**src/rtl/alias_guard_pkg.sv**
```systemverilog
package alias_guard_pkg;

    typedef enum logic [1:0] {
        OP_LOAD   = 2'd0,
        OP_STORE  = 2'd1,
        OP_PLOAD  = 2'd2,
        OP_MSTORE = 2'd3
    } op_kind_e;

    // Width in bytes for a log2 size code.
    function automatic logic [3:0] size_bytes(input logic [1:0] code);
        return 4'd1 << code;
    endfunction

endpackage

```
**src/rtl/alias_range_cmp.sv**
```systemverilog
module alias_range_cmp #(
    parameter int ADDR_W = 16
) (
    input  logic [ADDR_W-1:0] a_base_i,
    input  logic [1:0]        a_size_i,
    input  logic [ADDR_W-1:0] b_base_i,
    input  logic [1:0]        b_size_i,
    output logic              overlap_o
);
    import alias_guard_pkg::*;

    localparam int EXT_W = ADDR_W + 1;

    logic [EXT_W-1:0] a_lo, a_end, b_lo, b_end;

    // Ends are exclusive and one bit wider, so no range wraps.
    always_comb begin
        a_lo      = {1'b0, a_base_i};
        b_lo      = {1'b0, b_base_i};
        a_end     = a_lo + EXT_W'(size_bytes(a_size_i));
        b_end     = b_lo + EXT_W'(size_bytes(b_size_i));
        overlap_o = (a_lo < b_end) && (b_lo < a_end);
    end

endmodule

```
**src/rtl/alias_free_pick.sv**
```systemverilog
module alias_free_pick #(
    parameter int NUM_SLOTS = 8
) (
    input  logic [NUM_SLOTS-1:0] busy_i,
    output logic                 found_o,
    output logic [(NUM_SLOTS > 1 ? $clog2(NUM_SLOTS) : 1)-1:0] idx_o
);
    localparam int IDX_W = (NUM_SLOTS > 1) ? $clog2(NUM_SLOTS) : 1;

    // Lowest free slot wins.
    always_comb begin
        found_o = 1'b0;
        idx_o   = '0;
        for (int i = NUM_SLOTS - 1; i >= 0; i--) begin
            if (!busy_i[i]) begin
                found_o = 1'b1;
                idx_o   = IDX_W'(i);
            end
        end
    end

endmodule

```
**src/rtl/spec_alias_guard.sv**
```systemverilog
module spec_alias_guard #(
    parameter int ADDR_W      = 16,
    parameter int NUM_REGIONS = 8
) (
    input  logic              clk_i,
    input  logic              rst_ni,
    input  logic              clear_i,
    input  logic              req_valid_i,
    input  logic [1:0]        req_kind_i,
    input  logic [ADDR_W-1:0] req_addr_i,
    input  logic [1:0]        req_size_i,
    output logic              exc_o
);
    import alias_guard_pkg::*;

    localparam int IDX_W = (NUM_REGIONS > 1) ? $clog2(NUM_REGIONS) : 1;

    typedef struct packed {
        logic [NUM_REGIONS-1:0]             vld;
        logic [NUM_REGIONS-1:0][ADDR_W-1:0] base;
        logic [NUM_REGIONS-1:0][1:0]        sz;
        logic                               exc;
    } guard_state_t;

    guard_state_t st_d, st_q;

    logic [NUM_REGIONS-1:0] cmp_hit;
    logic [NUM_REGIONS-1:0] live_hit;
    logic                   slot_found;
    logic [IDX_W-1:0]       slot_idx;
    logic [NUM_REGIONS-1:0] region_vld;

    // One range comparator per region slot.
    for (genvar g = 0; g < NUM_REGIONS; g++) begin : g_cmp
        alias_range_cmp #(
            .ADDR_W (ADDR_W)
        ) u_cmp (
            .a_base_i  (st_q.base[g]),
            .a_size_i  (st_q.sz[g]),
            .b_base_i  (req_addr_i),
            .b_size_i  (req_size_i),
            .overlap_o (cmp_hit[g])
        );
    end

    assign live_hit = cmp_hit & st_q.vld;

    alias_free_pick #(
        .NUM_SLOTS (NUM_REGIONS)
    ) u_pick (
        .busy_i  (st_q.vld),
        .found_o (slot_found),
        .idx_o   (slot_idx)
    );

    always_comb begin
        st_d     = st_q;
        st_d.exc = 1'b0;
        if (clear_i) begin
            st_d.vld = '0;
        end else if (req_valid_i) begin
            unique case (op_kind_e'(req_kind_i))
                OP_PLOAD: begin
                    if (slot_found) begin
                        st_d.vld[slot_idx]  = 1'b1;
                        st_d.base[slot_idx] = req_addr_i;
                        st_d.sz[slot_idx]   = req_size_i;
                    end else begin
                        st_d.exc = 1'b1;
                    end
                end
                OP_MSTORE: st_d.exc = |live_hit;
                default:   st_d.exc = 1'b0;
            endcase
        end
    end

    always_ff @(posedge clk_i or negedge rst_ni) begin
        if (!rst_ni) begin
            st_q <= '0;
        end else begin
            st_q <= st_d;
        end
    end

    assign exc_o      = st_q.exc;
    assign region_vld = st_q.vld;

endmodule

```
**config.mk**
```make
export PLATFORM = sky130hd
export DESIGN_NAME = spec_alias_guard
export DESIGN_NICKNAME = d
export VERILOG_FILES = /design/src/rtl/alias_guard_pkg.sv /design/src/rtl/alias_range_cmp.sv /design/src/rtl/alias_free_pick.sv /design/src/rtl/spec_alias_guard.sv
export SDC_FILE = /design/constraint.sdc
export NUM_CORES = 1
export LEC_CHECK = 0
export BUFFER_PORTS_ARGS = -buffer_cell sky130_fd_sc_hd__buf_2
export CAP_MARGIN = 15
export CORE_UTILIZATION = 50
export CTS_CLUSTER_SIZE = 14
export DETAILED_ROUTE_END_ITERATION = 12
export GPL_TIMING_DRIVEN = 0
export PLACE_DENSITY = 0.71
export SLEW_MARGIN = 30
export SYNTH_ARGS = -nofsm -noshare
export SYNTH_HDL_FRONTEND = slang
export SYNTH_SLANG_ARGS = --single-unit
```
**constraint.sdc**
```tcl
create_clock -name clk_i -period 4.7 [get_ports clk_i]
set_clock_uncertainty 0.1 [all_clocks]
set_input_delay 1.41 -clock clk_i [delete_from_list [all_inputs] [get_ports clk_i]]
set_output_delay 1.41 -clock clk_i [all_outputs]
set_load 0.005 [all_outputs]
```
==> flow_summary.yaml <==
synthesis:
  ys.flop_type: "dfrtp_1"
  synth_area_um2: 14400
  synthArstFlopShare_pct: 100
  synth_edf_count: 0
  syn_nets: 1741
  synthCells: 1432
  ys_seq_elements: 153
  synth_area_leaders: "dfrtp_1 27%, ha_1 24%, mux2_2 8.4%"
  synth_top_area_cell: "dfrtp_1"
  ys_seq_area_share_pct: 26.6
  yosysUniqueCellTypes: 60
  synth_common_cells: "276 x ha_1, 153 x dfrtp_1, 107 x mux2_2, 93 x a21oi_1, 79 x nand2_1"
  syn_avg_cell_area_um2: 10.1
  yosys.cell_count.top_type: "ha_1"
  synth.top_cell.area_share_pct: 26.6
  yosysWarnings: 0
cts:
  cts_buffers: 17
  clk_path_buf_depth: 2
  htree_num_levels: 4
  clkSlewWorstSetupHoldPaths_ns: 0.06
  cts_sinks: 153
  cts_tree: "done"
  clock-root-buffer: "clkbuf_16"
  worstSkewPairLatency_ns: 0.44
pwr:
  p_comb_share_pct: 24.1
  clkPwrFrac_pct: 39.1
  vdd_drop_max_uv: 218
  power_density_nw_per_um2: 246
  pwr-share-seq_pct: 36.8
  p_leak_uw: 0.00784
  p_sw_uw: 1250
  swShare_pct: 30.9
  internal_power_uw: 2790
sta:
  fin_tns_setup_ns: -0.405
  finalSetupViolations: 1
  worst_pin_slew_ns: 0.930
  rsz0062_at_grt: "yes"
  max_freq_mhz: 196
  fin_crit_ns: 5.10
  slew_headroom_pct: 38.0
  fin_crit_sh_pct: 109
  hold_viol: 0
  whs_ns: 0.440
  slew_violations: 0
  fin_ws_ns: -0.405
critical_path:
  reg2reg_depth: 19
  rrSetupSlack_ns: 0.29
  end_kind: "flip-flop"
  required_ns: 4.94
  crit_path_start_kind: "input port"
  critPathArrivalTime_ns: 5.35
  reg2reg_to: "exc_o"
  crit_path_max_fanout: 8
  path_class: "in2reg"
detailed_routing:
  remaining_drc_errors: 0
  wl_per_cell_um: 22.3
  first_iter_violations: 950
  finalWirelength_um: 42200
  ant_nets: 0
  num_vias: 11800
  first_pass_iters: 5
  routed_via_density: 6.21
placement:
  dpl-instance-area_um2: 15200
  io_buffers: 24
  gp_congestion: 0.982
  dpl.hpwl_um: 29900
  place_inst: 1837
outcome:
  violations: "setup timing"
  outcome: "finished, violations left"
floorplan:
  core-area_um2: 28100
  die_w_um: 172
  io_pins: 25
  die_h_um: 172
  rows: 61
  initial_core_util_pct: 51.3
  die_area_um2: 29500
finish:
  design_area_um2: 16400
  fin_util_pct: 58.4
  nNetsFinal: 1813
  nFillCells: 2416
  layout-drive-gt1-share_pct: 19.8
  areaGrowthSynthToFinish_pct: 13.9
  stdcell_count: 1894
grt:
  grt.overflow.total: 0
  grt_max_degree: 78
  track_usage_pct: 29.8
  grt_pass1_vias: 11600
  antenna_found_initial: 2
  grt_pass1_wl_um: 65200
worst_hold_path:
  whs_path_depth: 1
  hp-class: "reg2reg"
run:
  drv_cap: 0
==> how the worst max path moves through the flow <==
stage	from	endpoint	slack, ns
after floorplan	req_size_i[0]	exc_o	-0.13
after global placement	req_size_i[1]	exc_o	-2.17
after detailed placement	req_size_i[1]	exc_o	-1.94
after CTS	req_size_i[0]	exc_o	-0.32
after global routing	req_size_i[0]	exc_o	-0.47
final	req_size_i[0]	exc_o	-0.40
==> power by group through the flow <==
stage / Combinational (uW) / Sequential (uW) / Clock, uW
2_1_floorplan: 609 / 1480 / 0
3_3_place_gp: 847 / 1500 / 0
3_5_place_dp: 901 / 1510 / 0
4_1_cts: 953 / 1480 / 1580
5_1_grt: 1090 / 1500 / 1640
6_report: 976 / 1490 / 1580
==> cells in the final DEF, fill, tap and decap left out, types with 42 or more instances in the layout <==
master	n
o21ai_0	74
mux2_2	107
a21o_1	46
dfrtp_1	153
xnor2_1	49
a21oi_1	89
ha_1	271
nand3_1	42
nand2_1	79
xor2_1	63
nor2_1	77
==> layout make-up <==
| class | count | area, um2 | share of cell area (%) |
|---|---|---|---|
| diodes | 1 | 2.50 | 0.0152 |
| plain buffers | 26 | 190 | 1.16 |
| clock buffers | 18 | 429 | 2.61 |
| clock inverters | 12 | 224 | 1.36 |
| inverters | 27 | 101 | 0.617 |
| multi-input cells | 1226 | 10800 | 65.6 |
| flip-flops and latches | 153 | 3830 | 23.3 |
| well taps | 378 | 473 | 2.88 |
| repair buffers | 53 | 393 | 2.39 |
==> metrics by stage <==
stage	total power, uW	setup slack (ns)
after global routing	4230	-0.474
after CTS	4020	-0.323
after floorplan	2090	-0.131
final	4040	-0.405
after detailed placement	2410	-1.94
after global placement	2350	-2.17
==> worst max-delay path, cell delays in order <==
cell	delay, ns
buf_8	0.10
clkbuf_16	0.14
nor2b_4	0.13
buf_4	0.13
fa_1	0.46
nand3_1	0.18
a21oi_4	0.12
buf_4	0.18
xnor2_4	0.40
ha_1	0.33
and4_1	0.28
o211ai_1	0.13
a21oi_2	0.10
a2111oi_4	0.40
o31ai_2	0.12
a221oi_2	0.41
a2111oi_4	0.07
a21oi_2	0.22
==> logic make-up after synthesis <==
| family | Yosys count | share of synthesized area (%) |
|---|---|---|
| and+or+nand+nor | 372 | 13.7 |
| adders and majority gates | 285 | 25.2 |
| DFF | 153 | 26.6 |
| xor gates and xnor gates | 126 | 7.66 |
| buffers and inverters | 53 | 1.68 |
| muxes | 143 | 12.1 |
| AOI/OAI and AO/OA | 300 | 13.0 |
==> per-layer routing <==
layer | vias to the layer above | routed length (um) | GRT usage [%]
met5 | - | 11 | 0
met2 | 421 | 18900 | 47.3
li1 | 5483 | - | -
met3 | 93 | 3140 | 5.71
met4 | 2 | 1460 | 12.4
met1 | 5757 | 18700 | 39.5
==> repair_timing <==
action                                  in CTS  in global routing
gates resized for setup                     46                 17
setup buffers                               20                  6
hold buffers                                 0                  0
pin swaps                                   20                  9
endpoints found under the setup margin       1                  1
(Power assumes the default switching activity.)
